===== config.mk =====
export PLATFORM = sky130hd
export DESIGN_NAME = pwm_ramp_seq
export DESIGN_NICKNAME = d
export VERILOG_FILES = /design/src/rtl/pwm_ramp_pkg.sv /design/src/rtl/pwm_prog_mem.sv /design/src/rtl/pwm_seq_engine.sv /design/src/rtl/pwm_compare.sv /design/src/rtl/pwm_ramp_seq.sv
export SDC_FILE = /design/constraint.sdc
export NUM_CORES = 2
export LEC_CHECK = 0
export BUFFER_PORTS_ARGS = -buffer_cell sky130_fd_sc_hd__buf_4
export CAP_MARGIN = 20
export CORE_MARGIN = 2
export CORE_UTILIZATION = 35
export CTS_CLUSTER_SIZE = 40
export DETAILED_ROUTE_END_ITERATION = 10
export PLACE_DENSITY_LB_ADDON = 0.12
export SLEW_MARGIN = 20
export SYNTH_ARGS = -nofsm -noshare
export SYNTH_HDL_FRONTEND = slang
export SYNTH_SLANG_ARGS = --single-unit

===== constraint.sdc =====
create_clock -name clk -period 8.43 [get_ports clk]
set_input_delay 0.843 -clock clk [delete_from_list [all_inputs] [get_ports clk]]
set_output_delay 0.843 -clock clk [all_outputs]
set_load 0.05 [all_outputs]

===== src/rtl/pwm_ramp_pkg.sv =====
package pwm_ramp_pkg;

  localparam int LVL_W  = 8;
  localparam int WORD_W = 16;

  typedef enum logic [2:0] {
    OP_NOP,
    OP_SET_OFF,
    OP_SET_ON,
    OP_RAMP,
    OP_BRANCH
  } op_e;

  typedef struct packed {
    logic       pre;
    logic [5:0] stime;
    logic       down;
    logic [6:0] steps;
  } ramp_f_t;

  function automatic op_e decode_op(input logic [WORD_W-1:0] w);
    if (w[15] && w[13])                              return OP_BRANCH;
    else if (w == 16'h007F)                          return OP_SET_OFF;
    else if (w == 16'h00FF)                          return OP_SET_ON;
    else if (!w[15] && (w[13:8] != 6'd0) && (w[6:0] != 7'd0)) return OP_RAMP;
    else                                             return OP_NOP;
  endfunction

  function automatic ramp_f_t ramp_fields(input logic [WORD_W-1:0] w);
    ramp_f_t f;
    f.pre   = w[14];
    f.stime = w[13:8];
    f.down  = w[7];
    f.steps = w[6:0];
    return f;
  endfunction

  function automatic logic [LVL_W-1:0] sat_step(input logic [LVL_W-1:0] lvl,
                                                input logic down);
    if (down) return (lvl == '0) ? '0 : lvl - 1'b1;
    else      return (lvl == '1) ? '1 : lvl + 1'b1;
  endfunction

endpackage


===== src/rtl/pwm_prog_mem.sv =====
module pwm_prog_mem
  import pwm_ramp_pkg::*;
#(
  parameter int DEPTH = 64,
  localparam int AW = $clog2(DEPTH),
  localparam int PW = $clog2(DEPTH + 1)
) (
  input  logic              clk,
  input  logic              rst_n,
  input  logic              load_en,
  input  logic              wr_stb,
  input  logic [7:0]        wr_data,
  input  logic [AW-1:0]     rd_addr,
  output logic [WORD_W-1:0] rd_word,
  output logic [PW-1:0]     prog_len
);

  logic [WORD_W-1:0] mem [DEPTH];
  logic [PW-1:0]     wr_ptr;
  logic [7:0]        hi_byte;
  logic              hi_valid;
  logic              full;
  logic              word_commit;

  assign full        = (wr_ptr == PW'(DEPTH));
  assign word_commit = load_en && wr_stb && !full && hi_valid;
  assign rd_word     = mem[rd_addr];

  always_ff @(posedge clk) begin
    if (!rst_n) begin
      wr_ptr   <= '0;
      hi_valid <= 1'b0;
      hi_byte  <= '0;
      prog_len <= '0;
    end else if (!load_en) begin
      wr_ptr   <= '0;
      hi_valid <= 1'b0;
    end else if (wr_stb && !full) begin
      if (!hi_valid) begin
        hi_byte  <= wr_data;
        hi_valid <= 1'b1;
      end else begin
        wr_ptr   <= wr_ptr + PW'(1);
        prog_len <= wr_ptr + PW'(1);
        hi_valid <= 1'b0;
      end
    end
  end

  always_ff @(posedge clk) begin
    if (!rst_n) begin
      for (int i = 0; i < DEPTH; i++) mem[i] <= '0;
    end else if (word_commit) begin
      mem[wr_ptr[AW-1:0]] <= {hi_byte, wr_data};
    end
  end

  a_r3_ptr_bound: assert property (@(posedge clk) disable iff (!rst_n)
    wr_ptr <= PW'(DEPTH));

  a_r3_full_stays: assert property (@(posedge clk) disable iff (!rst_n)
    (full && load_en) |=> (wr_ptr == PW'(DEPTH)));

  a_r2_len_frozen_running: assert property (@(posedge clk) disable iff (!rst_n)
    !load_en |=> (prog_len == $past(prog_len)));

endmodule


===== src/rtl/pwm_seq_engine.sv =====
module pwm_seq_engine
  import pwm_ramp_pkg::*;
#(
  parameter int DEPTH    = 64,
  parameter int PRESCALE = 512,
  localparam int AW  = $clog2(DEPTH),
  localparam int PW  = $clog2(DEPTH + 1),
  localparam int PSW = $clog2(PRESCALE)
) (
  input  logic              clk,
  input  logic              rst_n,
  input  logic              run,
  input  logic              tick,
  input  logic [WORD_W-1:0] word,
  input  logic [PW-1:0]     prog_len,
  output logic [AW-1:0]     pc,
  output logic [LVL_W-1:0]  level
);

  op_e           op;
  ramp_f_t       fld;
  logic          have_prog;
  logic          at_end;
  logic [AW-1:0] pc_adv;
  logic          in_ramp;
  logic [6:0]    steps_left;
  logic [5:0]    time_left;
  logic [5:0]    stime_r;
  logic          pre_r;
  logic          down_r;
  logic [PSW-1:0] pre_cnt;
  logic          pre_wrap;
  logic          step_tick;
  logic          step_evt;
  logic          set_evt;

  assign op        = decode_op(word);
  assign fld       = ramp_fields(word);
  assign have_prog = (prog_len != '0);
  assign at_end    = (pc == AW'(DEPTH - 1)) || ((PW'(pc) + PW'(1)) == prog_len);
  assign pc_adv    = at_end ? '0 : pc + AW'(1);
  assign pre_wrap  = (pre_cnt == PSW'(PRESCALE - 1));
  assign step_tick = tick && (!pre_r || pre_wrap);
  assign step_evt  = run && in_ramp && step_tick && (time_left == 6'd1);
  assign set_evt   = run && !in_ramp && have_prog &&
                     ((op == OP_SET_OFF) || (op == OP_SET_ON));

  always_ff @(posedge clk) begin
    if (!rst_n) begin
      pc         <= '0;
      level      <= '0;
      in_ramp    <= 1'b0;
      steps_left <= '0;
      time_left  <= '0;
      stime_r    <= '0;
      pre_r      <= 1'b0;
      down_r     <= 1'b0;
      pre_cnt    <= '0;
    end else if (!run) begin
      pc      <= '0;
      in_ramp <= 1'b0;
    end else if (in_ramp) begin
      if (tick && pre_r) pre_cnt <= pre_wrap ? '0 : pre_cnt + PSW'(1);
      if (step_tick) begin
        if (time_left == 6'd1) begin
          level     <= sat_step(level, down_r);
          time_left <= stime_r;
          if (steps_left == 7'd1) begin
            in_ramp <= 1'b0;
            pc      <= pc_adv;
          end else begin
            steps_left <= steps_left - 7'd1;
          end
        end else begin
          time_left <= time_left - 6'd1;
        end
      end
    end else if (have_prog) begin
      case (op)
        OP_BRANCH:  pc <= '0;
        OP_SET_OFF: begin level <= '0; pc <= pc_adv; end
        OP_SET_ON:  begin level <= '1; pc <= pc_adv; end
        OP_RAMP: begin
          in_ramp    <= 1'b1;
          steps_left <= fld.steps;
          time_left  <= fld.stime;
          stime_r    <= fld.stime;
          pre_r      <= fld.pre;
          down_r     <= fld.down;
          pre_cnt    <= '0;
        end
        default:    pc <= pc_adv;
      endcase
    end
  end

  a_r8_sat_top: assert property (@(posedge clk) disable iff (!rst_n)
    (step_evt && !down_r && level == '1) |=> (level == '1));

  a_r8_sat_bottom: assert property (@(posedge clk) disable iff (!rst_n)
    (step_evt && down_r && level == '0) |=> (level == '0));

  a_r6_unit_step: assert property (@(posedge clk) disable iff (!rst_n)
    !set_evt |=> ((level == $past(level)) ||
                  (level == $past(level) + 8'd1) ||
                  (level == $past(level) - 8'd1)));

  a_r4_level_hold: assert property (@(posedge clk) disable iff (!rst_n)
    !run |=> (level == $past(level)));

  a_r10_pc_in_program: assert property (@(posedge clk) disable iff (!rst_n)
    (run && have_prog) |-> (PW'(pc) < prog_len));

endmodule


===== src/rtl/pwm_compare.sv =====
module pwm_compare
  import pwm_ramp_pkg::*;
(
  input  logic             clk,
  input  logic             rst_n,
  input  logic             tick,
  input  logic             enable,
  input  logic [LVL_W-1:0] level,
  output logic             pwm_out
);

  logic [LVL_W-1:0] cnt;

  always_ff @(posedge clk) begin
    if (!rst_n)    cnt <= '0;
    else if (tick) cnt <= cnt + LVL_W'(1);
  end

  assign pwm_out = enable && (level >= cnt);

  a_r1_cnt_advance: assert property (@(posedge clk) disable iff (!rst_n)
    tick |=> (cnt == $past(cnt) + 8'd1));

  a_r1_cnt_hold: assert property (@(posedge clk) disable iff (!rst_n)
    !tick |=> (cnt == $past(cnt)));

endmodule


===== src/rtl/pwm_ramp_seq.sv =====
module pwm_ramp_seq
  import pwm_ramp_pkg::*;
#(
  parameter int DEPTH    = 64,
  parameter int PRESCALE = 512,
  localparam int AW = $clog2(DEPTH),
  localparam int PW = $clog2(DEPTH + 1)
) (
  input  logic       clk,
  input  logic       rst_n,
  input  logic       chan_en,
  input  logic       wr_stb,
  input  logic [7:0] wr_data,
  input  logic       tick,
  output logic       pwm_out
);

  logic [AW-1:0]     pc;
  logic [WORD_W-1:0] cur_word;
  logic [PW-1:0]     prog_len;
  logic [LVL_W-1:0]  level;

  pwm_prog_mem #(.DEPTH(DEPTH)) u_mem (
    .clk      (clk),
    .rst_n    (rst_n),
    .load_en  (!chan_en),
    .wr_stb   (wr_stb),
    .wr_data  (wr_data),
    .rd_addr  (pc),
    .rd_word  (cur_word),
    .prog_len (prog_len)
  );

  pwm_seq_engine #(.DEPTH(DEPTH), .PRESCALE(PRESCALE)) u_seq (
    .clk      (clk),
    .rst_n    (rst_n),
    .run      (chan_en),
    .tick     (tick),
    .word     (cur_word),
    .prog_len (prog_len),
    .pc       (pc),
    .level    (level)
  );

  pwm_compare u_cmp (
    .clk     (clk),
    .rst_n   (rst_n),
    .tick    (tick),
    .enable  (chan_en),
    .level   (level),
    .pwm_out (pwm_out)
  );

endmodule


==> reports/qor.csv <==
metric,value,unit
"Async S/R FF share, synth",0,%
final setup vio count,0,
final core utilization,39.9,%
CTS tree,done,
first-pass GRT wire length,237000,um
Initial DRC Count,2720,
Total Wirelength,165000,um
gr usage total,22.0,%
largest net degree at the start of global routing,76,
Pins Over Slew Limit,0,
Crit Path Class,flip-flop to flip-flop,
I/O Buffers,13,
CP cell instances,buf_4 -> mux4_2 -> mux2i_1 -> a211oi_1 -> a22oi_1 -> nand3_1 -> nor4_1 -> a211o_1 -> a21oi_2 -> o32ai_1,
Crit. End Element,flip-flop,
largest cells by area after synthesis,"edfxtp_1, and2_1, mux4_2",
fin nets,3585,
buffer depth of the longest clock path,3,
Starting Density,35.4,%
"Seq/Total Area, Yosys",62.8,%
delay of the slowest critical-path stage,0.75,ns
peak supply drop,0.187,mV
post-CTS resize count,0,
crit-path leading delay family,compound AO/OA/AOI/OAI gates,
Pre-antenna DRT Iters,5,
synthesized area,51600,sq um
CTS Root Cell,clkbuf_16,
gp weighted congestion,0.871,
worst-margin pin slew,1.11,ns
Fin. Hold Viols,0,
"Avg Cell Area, Syn",14.4,sq um
required time of the critical path,9.09,ns
CP Max Fanout,28,
static leakage,19.4,nW
Synth cell types,72,
Ports,14,
"area leader, netlist",edfxtp_1,
Post-synth EDFFs,1024,
area delta synth->final,13.0,%
worst min-delay path class,input port to flip-flop,
die area,150000,sq um
Syn Inst Count,3589,
Post-Place Worst Slack,3.08,ns
startpoint types,flip-flop,
clk_lat worst skew,0.78,ns
hold-fix buffers at CTS,0,
top post-synthesis cells by count,"and2_1, edfxtp_1, mux4_2",
Tcrit/Tclk final,63.6,%
ys flop type,edfxtp_1,
P per Cell Area,213,nW/um^2
clock transition at the registers of the reported paths,0.06,ns
detailed-route vias per instance,5.35,
relative slew slack,26.2,%
worst path bufs/invs,1,
Post-CTS Setup Repair Bufs,0,
critical path arrival,6.03,ns
yosys warns,0,
vias in the first global route,29823,
Fmax,186,MHz
# DRC,0,
total grt overflow,0,
Synth top area share,59.6,%
Fin Clk Skew,0.0278,ns
# rows,140,
# clock sinks,1106,
die width,388,um
#FFs+latches synth,1106,
status,"complete, no violations",
Fin Setup TNS,0,ns
Total Power Consumption,12.4,mW
final worst slack,3.07,ns
max-cap violations,0,
unrepaired setup endpoints after global routing,false,
H-tree Lvls,4,
core area,146000,sq um
Routed Antenna Nets,0,
Final Critical Period,5.36,ns
"Max stage delay cell, worst path",dfxtp_4,
Mapped Nets,3622,
dominant cell by count in the synthesized netlist,and2_1,
number of vias in the routed layout,29804,
initial antenna violation count,10,
Detail Placement HPWL,98200,um
share of cells above drive strength 1,20.0,%
CTS Buf Count,131,
Die Span Y,388,um
WL/cell,29.7,um
## per-stage QoR
step | hold WS, ns | area [sq um] | instances
2_1_floorplan | 0.434 | 51600 | 3589
3_3_place_gp | 0.451 | 54100 | 5332
3_5_place_dp | 0.455 | 54200 | 5333
4_1_cts | 0.410 | 58200 | 5564
5_1_grt | 0.449 | 58300 | 5567
6_report | 0.458 | 58300 | 5568
## state kept, by name, summed over array words and instances, names as in the netlist, 7 cells and up, named ones only
register,flops
u_mem.mem,1024
u_seq.pre_cnt,9
u_cmp.cnt,8
u_mem.hi_byte,8
u_seq.level,8
u_mem.prog_len,7
u_mem.wr_ptr,7
u_seq.steps_left,7
## worst reg2reg max path: stages (launching register included)
cell and delay (ns):
dfxtp_4 0.75, buf_4 0.63, mux4_2 0.64, mux2i_1 0.60
a211oi_1 0.28, a22oi_1 0.24, nand3_1 0.11, nor4_1 0.68
a211o_1 0.65, a21oi_2 0.36, o32ai_1 0.34
## worst paths after layout
check / cells after the start / endpoint / slack (ns) / start
worst max-delay path: 10 / u_seq.pc[2]$_SDFFE_PN0P_ / 3.07 / flip-flop
worst min-delay path: 3 / u_cmp.cnt[0]$_SDFFE_PN0P_ / 0.46 / tick
worst max register to register: 10 / u_seq.pc[2]$_SDFFE_PN0P_ / 3.07 / flip-flop
worst min register to register: 2 / u_seq.steps_left[4]$_SDFFE_PN0P_ / 0.46 / u_seq.steps_left[4]$_SDFFE_PN0P_
## cells by family (layout without fill, tap and decap cells)
family          Yosys count  after routing  synth area share [%]
simple gates           1411           1411                  16.0
flops                  1106           1106                  62.8
buf+inv                 357            418                  2.99
mux                     345            345                  13.2
compound gates          318            318                  4.00
xor+xnor                 32             32                 0.543
fa+ha+maj                20             20                 0.485
other cells               0              1                     0
## where the power goes
group / switching, mW / leakage (nW) / internal (mW)
sequential: 0.0783 / 10.5 / 6.22
combinational: 0.418 / 6.88 / 0.194
clock: 2.34 / 1.97 / 3.15
total: 2.84 / 19.4 / 9.56
## area by class of cell
class | count | area [sq um]
Clock inverter | 54 | 457
Timing Repair Buffer | 157 | 1280
Clock buffer | 177 | 3590
Sequential cell | 1106 | 32400
Inverter | 30 | 113
Antenna cell | 1 | 2.50
Fill cell | 13436 | 87600
Multi-Input combinational cell | 2126 | 18000
Tap cell | 1917 | 2400
## layout by cell type (no fill, tap or decap), types with 33 or more instances in the layout
cell type  count
and2_1      1029
edfxtp_1    1024
mux4_2       269
buf_4        147
clkbuf_16    136
nor2_1       115
nand2_1      100
mux2i_1       69
dfxtp_1       69
a21oi_1       55
o21ai_2       49
clkbuf_1      38
o22ai_1       37
o21ai_0       37
nand3_1       33
## metal layers
metal | routed length, um | global-route usage, % | part of all wire, % | vias up
met5 | 0 | 0 | 0 | -
met4 | 3940 | 6.02 | 2.4 | 0
met3 | 8860 | 3.60 | 5.4 | 201
met2 | 76600 | 34.3 | 46 | 841
met1 | 76100 | 31.9 | 46 | 15629
li1 | - | - | - | 13133
Note: power is estimated with default switching activity, not from simulation.
